File: config.mk
export PLATFORM = sky130hd
export DESIGN_NAME = simul_adc_capture
export DESIGN_NICKNAME = d
export VERILOG_FILES = /design/src/rtl/sadc_pkg.sv /design/src/rtl/sadc_strobe_reader.sv /design/src/rtl/sadc_os_encode.sv /design/src/rtl/simul_adc_capture.sv
export SDC_FILE = /design/constraint.sdc
export NUM_CORES = 1
export LEC_CHECK = 0
export ABC_AREA = 1
export BUFFER_PORTS_ARGS = -buffer_cell sky130_fd_sc_hd__buf_2
export CORE_ASPECT_RATIO = 1.5
export CORE_MARGIN = 3
export CORE_UTILIZATION = 63
export DETAILED_ROUTE_END_ITERATION = 8
export PLACE_DENSITY_LB_ADDON = 0.3
export SETUP_SLACK_MARGIN = 0.05
export SLEW_MARGIN = 20
export SYNTH_ARGS = -nofsm -noshare
export SYNTH_HDL_FRONTEND = slang
export SYNTH_SLANG_ARGS = --single-unit
File: constraint.sdc
create_clock -name clk -period 3 [get_ports clk]
set_clock_uncertainty 0.1 [all_clocks]
set_input_delay 0.15 -clock clk [delete_from_list [all_inputs] [get_ports clk]]
set_output_delay 0.15 -clock clk [all_outputs]
set_load 0.1 [all_outputs]
File: src/rtl/sadc_pkg.sv
package sadc_pkg;

    localparam int OS_W = 3;

    typedef enum logic [2:0] {
        ST_IDLE,
        ST_RST,
        ST_INIT,
        ST_CONV,
        ST_READ,
        ST_SEND
    } ctl_state_e;

    typedef enum logic [1:0] {
        PH_IDLE,
        PH_LOW,
        PH_HIGH
    } rd_phase_e;

endpackage

File: src/rtl/sadc_strobe_reader.sv
module sadc_strobe_reader
    import sadc_pkg::*;
#(
    parameter int DATA_W   = 16,
    parameter int LOW_CYC  = 2,
    parameter int HIGH_CYC = 2
) (
    input  logic              clk,
    input  logic              rst_n,
    input  logic              go,
    input  logic [DATA_W-1:0] rd_data,
    input  logic              first_data,
    output logic              rd_n,
    output logic              done,
    output logic [DATA_W-1:0] word,
    output logic              first_flag
);

    localparam int CMAX = (LOW_CYC > HIGH_CYC) ? LOW_CYC : HIGH_CYC;
    localparam int CW   = $clog2(CMAX + 1);

    typedef struct packed {
        rd_phase_e         ph;
        logic [CW-1:0]     cnt;
        logic              rd_n;
        logic [DATA_W-1:0] word;
        logic              fd;
        logic              done;
    } rd_st_t;

    rd_st_t q, d;

    always_comb begin
        d      = q;
        d.done = 1'b0;
        case (q.ph)
            PH_IDLE: begin
                if (go) begin
                    d.ph   = PH_LOW;
                    d.rd_n = 1'b0;
                    d.cnt  = CW'(LOW_CYC - 1);
                end
            end
            PH_LOW: begin
                if (q.cnt == '0) begin
                    d.rd_n = 1'b1;
                    d.word = rd_data;
                    d.fd   = first_data;
                    d.ph   = PH_HIGH;
                    d.cnt  = CW'(HIGH_CYC - 1);
                end else begin
                    d.cnt = q.cnt - 1'b1;
                end
            end
            PH_HIGH: begin
                if (q.cnt == '0) begin
                    d.done = 1'b1;
                    d.ph   = PH_IDLE;
                end else begin
                    d.cnt = q.cnt - 1'b1;
                end
            end
            default: d.ph = PH_IDLE;
        endcase
    end

    always_ff @(posedge clk or negedge rst_n) begin
        if (!rst_n) begin
            q      <= '0;
            q.ph   <= PH_IDLE;
            q.rd_n <= 1'b1;
        end else begin
            q <= d;
        end
    end

    assign rd_n       = q.rd_n;
    assign done       = q.done;
    assign word       = q.word;
    assign first_flag = q.fd;

    AST_DONE_STROBE_HIGH: assert property (@(posedge clk) disable iff (!rst_n)
        done |-> rd_n) else $error("done with strobe low");

endmodule

File: src/rtl/sadc_os_encode.sv
module sadc_os_encode
    import sadc_pkg::*;
#(
    parameter int NUM_CH = 8
) (
    input  logic [OS_W-1:0] req,
    output logic [OS_W-1:0] idx
);

    generate
        if (NUM_CH == 16) begin : g_wide
            assign idx = req;
        end else begin : g_narrow
            assign idx = (req == OS_W'(7)) ? OS_W'(6) : req;
        end
    endgenerate

endmodule

File: src/rtl/simul_adc_capture.sv
module simul_adc_capture
    import sadc_pkg::*;
#(
    parameter int NUM_CH        = 8,
    parameter int DATA_W        = 16,
    parameter int RD_LOW_CYC    = 2,
    parameter int RD_HIGH_CYC   = 2,
    parameter int RST_CYC       = 5,
    parameter int TIMEOUT_CYC   = 50_000_000,
    parameter int INIT_DLY_CYC  = 750_000,
    parameter bit POST_OS_RESET = 1'b1,
    localparam int CH_W         = $clog2(NUM_CH)
) (
    input  logic              clk,
    input  logic              rst_n,
    input  logic              start_single,
    input  logic              cont_en,
    input  logic [2:0]        os_sel,
    input  logic              range_sel,
    input  logic              standby,
    input  logic              busy,
    input  logic              first_data,
    input  logic [DATA_W-1:0] rd_data,
    output logic              conv_start,
    output logic              rd_n,
    output logic              adc_reset,
    output logic [2:0]        os_pins,
    output logic              range_pin,
    output logic [DATA_W-1:0] out_data,
    output logic [CH_W-1:0]   out_ch,
    output logic              out_valid,
    output logic              out_last,
    input  logic              out_ready,
    output logic              err_align,
    output logic              err_timeout
);

    localparam int TM1  = (TIMEOUT_CYC > INIT_DLY_CYC) ? TIMEOUT_CYC : INIT_DLY_CYC;
    localparam int TMAX = (TM1 > RST_CYC) ? TM1 : RST_CYC;
    localparam int TW   = $clog2(TMAX + 1);

    typedef struct packed {
        ctl_state_e        st;
        logic              cv;
        logic              arst;
        logic              cont;
        logic [TW-1:0]     tmr;
        logic [CH_W-1:0]   ch;
        logic [OS_W-1:0]   os;
        logic              rng;
        logic              busy_q;
        logic [DATA_W-1:0] word;
        logic              vld;
        logic              err_a;
        logic              err_t;
    } ctl_st_t;

    ctl_st_t q, d;

    logic              rd_go, rd_done, rd_first;
    logic [DATA_W-1:0] rd_word;
    logic [OS_W-1:0]   os_idx;
    logic              busy_fell;

    sadc_strobe_reader #(
        .DATA_W  (DATA_W),
        .LOW_CYC (RD_LOW_CYC),
        .HIGH_CYC(RD_HIGH_CYC)
    ) reader_i (
        .clk       (clk),
        .rst_n     (rst_n),
        .go        (rd_go),
        .rd_data   (rd_data),
        .first_data(first_data),
        .rd_n      (rd_n),
        .done      (rd_done),
        .word      (rd_word),
        .first_flag(rd_first)
    );

    sadc_os_encode #(.NUM_CH(NUM_CH)) os_enc_i (
        .req(os_sel),
        .idx(os_idx)
    );

    assign busy_fell = q.busy_q & ~busy;

    always_comb begin
        d        = q;
        d.err_a  = 1'b0;
        d.err_t  = 1'b0;
        d.busy_q = busy;
        d.rng    = standby | range_sel;
        rd_go    = 1'b0;
        case (q.st)
            ST_IDLE: begin
                if (os_idx != q.os) begin
                    d.os = os_idx;
                    if (POST_OS_RESET) begin
                        d.st   = ST_RST;
                        d.arst = 1'b1;
                        d.tmr  = TW'(RST_CYC - 1);
                    end
                end else if (start_single || cont_en) begin
                    d.st   = ST_CONV;
                    d.cv   = 1'b1;
                    d.cont = !start_single;
                    d.tmr  = TW'(TIMEOUT_CYC - 1);
                end
            end
            ST_RST: begin
                if (q.tmr == '0) begin
                    d.arst = 1'b0;
                    if (POST_OS_RESET && INIT_DLY_CYC > 0) begin
                        d.st  = ST_INIT;
                        d.tmr = TW'(INIT_DLY_CYC - 1);
                    end else begin
                        d.st = ST_IDLE;
                    end
                end else begin
                    d.tmr = q.tmr - 1'b1;
                end
            end
            ST_INIT: begin
                if (q.tmr == '0) d.st = ST_IDLE;
                else             d.tmr = q.tmr - 1'b1;
            end
            ST_CONV: begin
                if (busy_fell) begin
                    d.st  = ST_READ;
                    d.ch  = '0;
                    rd_go = 1'b1;
                    if (q.cont) d.cv = 1'b0;
                end else if (!q.cont) begin
                    if (q.tmr == '0) begin
                        d.err_t = 1'b1;
                        d.cv    = 1'b0;
                        d.st    = ST_IDLE;
                    end else begin
                        d.tmr = q.tmr - 1'b1;
                    end
                end
            end
            ST_READ: begin
                if (rd_done) begin
                    if (q.ch == '0 && !rd_first) begin
                        d.err_a = 1'b1;
                        d.cv    = 1'b0;
                        d.cont  = 1'b0;
                        d.st    = ST_RST;
                        d.arst  = 1'b1;
                        d.tmr   = TW'(RST_CYC - 1);
                    end else begin
                        d.vld  = 1'b1;
                        d.word = rd_word;
                        d.st   = ST_SEND;
                    end
                end
            end
            ST_SEND: begin
                if (out_ready) begin
                    d.vld = 1'b0;
                    if (q.ch == CH_W'(NUM_CH - 1)) begin
                        if (q.cont && cont_en) begin
                            d.cv = 1'b1;
                            d.st = ST_CONV;
                        end else begin
                            d.cv   = 1'b0;
                            d.cont = 1'b0;
                            d.st   = ST_IDLE;
                        end
                    end else begin
                        d.ch  = q.ch + 1'b1;
                        d.st  = ST_READ;
                        rd_go = 1'b1;
                    end
                end
            end
            default: d.st = ST_IDLE;
        endcase
    end

    always_ff @(posedge clk or negedge rst_n) begin
        if (!rst_n) begin
            q    <= '0;
            q.st <= ST_IDLE;
        end else begin
            q <= d;
        end
    end

    assign conv_start  = q.cv;
    assign adc_reset   = q.arst;
    assign os_pins     = q.os;
    assign range_pin   = q.rng;
    assign out_data    = q.word;
    assign out_ch      = q.ch;
    assign out_valid   = q.vld;
    assign out_last    = (q.ch == CH_W'(NUM_CH - 1));
    assign err_align   = q.err_a;
    assign err_timeout = q.err_t;

    AST_HOLD_ON_STALL: assert property (@(posedge clk) disable iff (!rst_n)
        out_valid && !out_ready |=> out_valid && $stable(out_data) && $stable(out_ch))
        else $error("beat changed under stall");
    AST_NO_CONV_WHILE_PENDING: assert property (@(posedge clk) disable iff (!rst_n)
        out_valid |-> !$rose(conv_start)) else $error("conversion while beat pending");
    AST_ALIGN_WITH_RESET: assert property (@(posedge clk) disable iff (!rst_n)
        err_align |-> adc_reset) else $error("align error without reset");
    AST_RESET_QUIET: assert property (@(posedge clk) disable iff (!rst_n)
        adc_reset |-> !conv_start && rd_n) else $error("activity during reset");
    AST_TIMEOUT_DROPS_START: assert property (@(posedge clk) disable iff (!rst_n)
        err_timeout |-> !conv_start) else $error("start high after timeout");
    AST_OS_INDEX_LEGAL: assert property (@(posedge clk) disable iff (!rst_n)
        (NUM_CH != 16) |-> (os_pins != 3'd7)) else $error("illegal os index");
    AST_STANDBY_SPAN: assert property (@(posedge clk) disable iff (!rst_n)
        standby |=> range_pin) else $error("span low in standby");

endmodule

**Yosys cells after proc, flatten, opt, wreduce, memory -nomap -nowiden**

Index checks and enable logic that the tools add are counted.

- $add $sub $neg: 3
- Equality and inequality tests: 34
- Multiplexer cells: 63
- Bitwise logic cells: 4
- Reductions and logical operators: 31

Operator list:

| kind | number |
|---|---|
| 2-to-1 mux 26 bit | 5 |
| case mux 26 bit (5 select lines) | 1 |
| 2-to-1 mux 32 bit | 1 |
| inequality test 2 bit (second input constant) | 16 |
| 2-to-1 mux 3 bit | 10 |
| 2-to-1 mux 29 bit | 1 |
| 2-to-1 mux 27 bit | 1 |
| zero test 26 bit | 1 |
| subtractor 26 x 1 -> 26 bit (second input constant) | 1 |
| 2-to-1 mux 1 bit | 22 |
| 2-to-1 mux 4 bit | 5 |
| 2-to-1 mux 18 bit | 1 |
| case mux 3 bit (6 select lines) | 1 |
| inequality test 3 bit (second input constant) | 5 |
| == test 3 bit (second input constant) | 4 |
| case mux 2 bit (3 select lines) | 2 |
| AND reduction 3 bit | 4 |
| 2-to-1 mux 2 bit | 5 |
| AND reduction 10 bit | 1 |
| nonzero test 3 bit | 3 |
| AND reduction 4 bit | 2 |
| AND reduction 8 bit | 1 |
| AND reduction 7 bit | 1 |
| == test 3 x 2 -> 1 bit (second input constant) | 2 |
| other kinds (26) | 39 |

- Register bits after elaboration: 82
- Input bits: 28
- Output and inout bits: 30
- Logic and storage cells: 154

**Depth between registers and ports, before layout**

- Depth after elaboration: 6
- Mapped depth: 13

**Hierarchy**

From an unflattened synthesis, not the netlist that was laid out.

- Cell total of the unflattened synthesis: 662
- Area total of the unflattened synthesis: 5092.4 µm²

Modules (own cells, without submodules):

| module | times used | cells an instance | area each (µm²) | seq. area each (µm²) |
|---|---|---|---|---|
| simul_adc_capture | 1 | 510 | 3854.9 | 1476.4 |
| sadc_strobe_reader | 1 | 148 | 1217.4 | 576.8 |
| sadc_os_encode | 1 | 4 | 20.0 | 0.0 |

**Worst setup path after synthesis**

No wires, ideal clock.

- Path kind: register to register
- From: register q, in the netlist out_ch[0]
- To: register reader_i.q[20] (netlist name)
- Library setup time: 0.126 ns
- Data arrival time: 2.093 ns
- Slack: 0.681 ns
- Stages on the path, launching flop included: 12
- Cells stage by stage: dfrtp_1 ha_1 ha_1 inv_1 nand2_1 nor2_2 inv_1 nand3_1 nand3_1 clkinv_1 nand3_1 o21ai_0

- Cells in the longest elaborated chain, start to end: 6

Ends and longest elaborated chain:

| element | RTL line | RTL |
|---|---|---|
| from (decl) | simul_adc_capture.sv:58 | `ctl_st_t q, d;` |
| == test 3 bit | -- |  |
| named net out_last | simul_adc_capture.sv:32 | `output logic out_last,` |
| 2-to-1 mux 1 bit | simul_adc_capture.sv:163 | `if (q.ch == CH_W'(NUM_CH - 1)) begin` |
| 2-to-1 mux 1 bit | simul_adc_capture.sv:161 | `if (out_ready) begin` |
| case mux 1 bit (2 select lines) | simul_adc_capture.sv:95 | `case (q.st)` |
| inequality test 2 bit (no source line) | -- |  |
| AND reduction 3 bit (no source line) | -- |  |
| to (decl) | sadc_strobe_reader.sv:31 | `rd_st_t q, d;` |

The timed path passes the listed nets, and every way through them passes these cells.
A chain may end at the register's enable or synchronous reset.

==> impl_metrics.yaml <==
clocking:
  cts_buffers: 9
  htreeDepth: 3
  insertion_delay_ps: 360
  ctsLongestPathBuffers: 2
  cts-root-buf: "clkbuf_8"
  clkSinkCount: 82
  clkTransAtPathRegs_ps: 80
  cts_tree: "built"
  post-cts-setup-buffers: 0
cells_and_area:
  layout.nets: 781
  drive_gt1_share_pct: 16.4
  area_growth_pct: 12.3
  diodes: 0
setup_path:
  crit_chain: "inv_1, ha_1, nand2_4, nor2_8, nand2_1, nor2_1, nand3_1, nor4_1"
  cp_slowest_stage_delay_ps: 450
  crit_required_ps: 3090
  crit_type: "flip-flop to flip-flop"
  worstReg2RegStart: "q[27]"
  startpoint_type: "flip-flop"
  path_max_fanout: 7
  critPathSlowestCell: "nor4_1"
  critical_path_arrival_ps: 2420
  ff2ff_path_depth: 8
  cp-end-kind: "flip-flop"
  r2r_end: "err_timeout"
  r2r_slack_ps: 670
drt:
  avgRoutedWirePerCell_um: 14.3
  drt_first_pass_iters: 5
  viasPerCell: 5.35
  postRouteAntennaNets: 0
  drc: 0
  wl_mm: 12.2
  drtIter0Drc: 296
  vias: 4545
power_and_ir_drop:
  leakage_nw: 3.04
  ir_drop_mv: 0.374
  power.total_mw: 1.96
  powerDensity_nw_per_um2: 354
global_route:
  grtUsageTotal_pct: 29.4
  grt_overflow_total: 0
  antenna_found_initial: 0
  grt_pass1_vias: 4610
  grt_max_degree: 83
  grt_first_pass_wirelength_mm: 20.7
die:
  start_util_pct: 66.6
  coreArea_um2: 7420
  die_area_um2: 8970
  fp-row-count: 38
  die_w_um: 78.3
  pin_count: 58
  die_y_um: 114
sta:
  drv_slew: 0
  setup_ws_ps: 671
  relSlewSlack_pct: 50.6
  rsz0062_at_grt: "no"
  fmax_mhz: 429
  setup_viol: 0
  finalSetupTns_ps: 0
  final-hold-violation-count: 0
  min_period_ps: 2330
  period_share_pct: 77.6
  tightest_slew_ps: 741
placement:
  portBuffers: 57
  place_congestion: 0.971
  dp_hpwl_mm: 8.51
  pre_cts_slack_ps: 796
synth:
  synthDistinctLibCells: 35
  synth_area_um2: 4940
  ys_ff_latch: 82
  yosys_warnings: 0
  synth_cells: 682
  syn_nets: 719
  syn_avg_cell_area_um2: 7.25
  ys_seq_area_share_pct: 41.5
worst_hold_path:
  min_path_cells: 5
  hold_path_class: "input port to flip-flop"
  min_to: "out_ch[2]"
  min_from: "out_ready"
run_status:
  status: "completed"
flow_run:
  maxCapViolations: 0
state kept, by name, indices dropped and copies added (netlist names), 3 cells and up:
name and count:
out_ch 3, q 31, os_pins 3, out_data 16, reader_i.word 16, reader_i.q 4
cell usage in the layout, fill, tap and decap left out, drive strengths merged, types with 6 or more instances in the layout:
cell type	n
a21oi	6
buf	58
clkbuf	11
dfrtp	81
dlygate4sd3	25
ha	9
inv	77
nand2	288
nand3	52
nand4	8
nor2	70
o21ai	31
xor2	10
area by class of cell:
type	instances	area [um^2]
tap	100	125
inverter	79	299
timing repair buffer	83	549
clock inverter	5	37.5
multi-input combinational	489	2350
sequential	82	2050
clock buffer	11	141
fill	597	1870
per-layer routing:
layer	share of wire, %	wire length, um	vias to the layer above	track usage [%]
li1	-	-	2219	-
met1	37	4470	2141	31.2
met2	55	6750	151	54.9
met3	4.5	544	34	6.38
met4	3.4	409	0	13.5
met5	0	0	-	0
logic make-up after synthesis:
group,Yosys count,share of synthesized area (%)
compound gates,41,4.63
xor+xnor,12,2.13
simple gates,427,38.4
buf+inv,111,11.0
flops,82,41.5
fa+ha+maj,9,2.28
synthesized netlist by cell type:
master / instances / area [um^2]
xor2_1: 10 / 87.6
o21ai_0: 22 / 110
buf_4: 22 / 165
or2_2: 2 / 12.5
nor2_4: 7 / 78.8
nand2_1: 275 / 1030
clkinv_1: 3 / 11.3
inv_2: 7 / 26.3
nor3_1: 5 / 25.0
nand2_2: 10 / 62.6
nand2_8: 1 / 20.0
xnor2_1: 2 / 17.5
nand3b_1: 1 / 7.51
o211ai_1: 3 / 22.5
a21oi_1: 6 / 30.0
nor4_1: 1 / 6.26
nor2_2: 8 / 50.1
inv_4: 1 / 6.26
o21ai_1: 5 / 25.0
clkbuf_1: 2 / 7.51
nand3_2: 4 / 40.0
nor2_1: 53 / 199
buf_2: 3 / 15.0
nand2_4: 2 / 22.5
inv_1: 68 / 255
ha_1: 9 / 113
nand4_1: 8 / 50.1
dfrtp_1: 81 / 2030
o22ai_1: 1 / 6.26
nor2_8: 2 / 40.0
nand3_4: 1 / 17.5
o21ai_2: 4 / 35.0
dfstp_2: 1 / 26.3
buf_6: 5 / 56.3
nand3_1: 47 / 235
critical path, delay by kind of cell, from the launching register on:
family	cells	cell delay, ps
AND/OR/NAND/NOR	6	1260
adder cells (fa/ha/maj)	1	310
buffers and inverters	1	80
flip-flops	1	400
power breakdown:
part           internal, mW  switching [mW]
Sequential             1.11         0.00209
Combinational        0.0419          0.0679
Clock                 0.327           0.418
what timing repair did:
action                                 in CTS  in global routing
setup endpoints to repair                   0                  0
hold buffers                               25                  0
endpoints found under the hold margin     104                  0
resized for setup                           0                  0
worst max path at each step:
stage / end / from
final: err_timeout / q[27]
after global routing: q[56] / q[27]
after CTS: err_timeout / q[27]
after detailed placement: err_timeout / q[27]
after global placement: err_timeout / q[27]
after floorplan: reader_i.q[20] / out_ch[0]
metrics by stage:
| step | std cells | util [%] | area, um^2 | hold WS, ps |
|---|---|---|---|---|
| floorplan | 682 | - | 4940 | -246 |
| global placement | 808 | 69.0 | 5120 | 177 |
| detailed placement | 808 | 69.0 | 5120 | 178 |
| CTS | 849 | 74.8 | 5550 | 81.3 |
| global route | 849 | 74.8 | 5550 | 125 |
| finish | 849 | 74.8 | 5550 | 98.2 |
No activity file was read; power rests on OpenSTA's default activity.
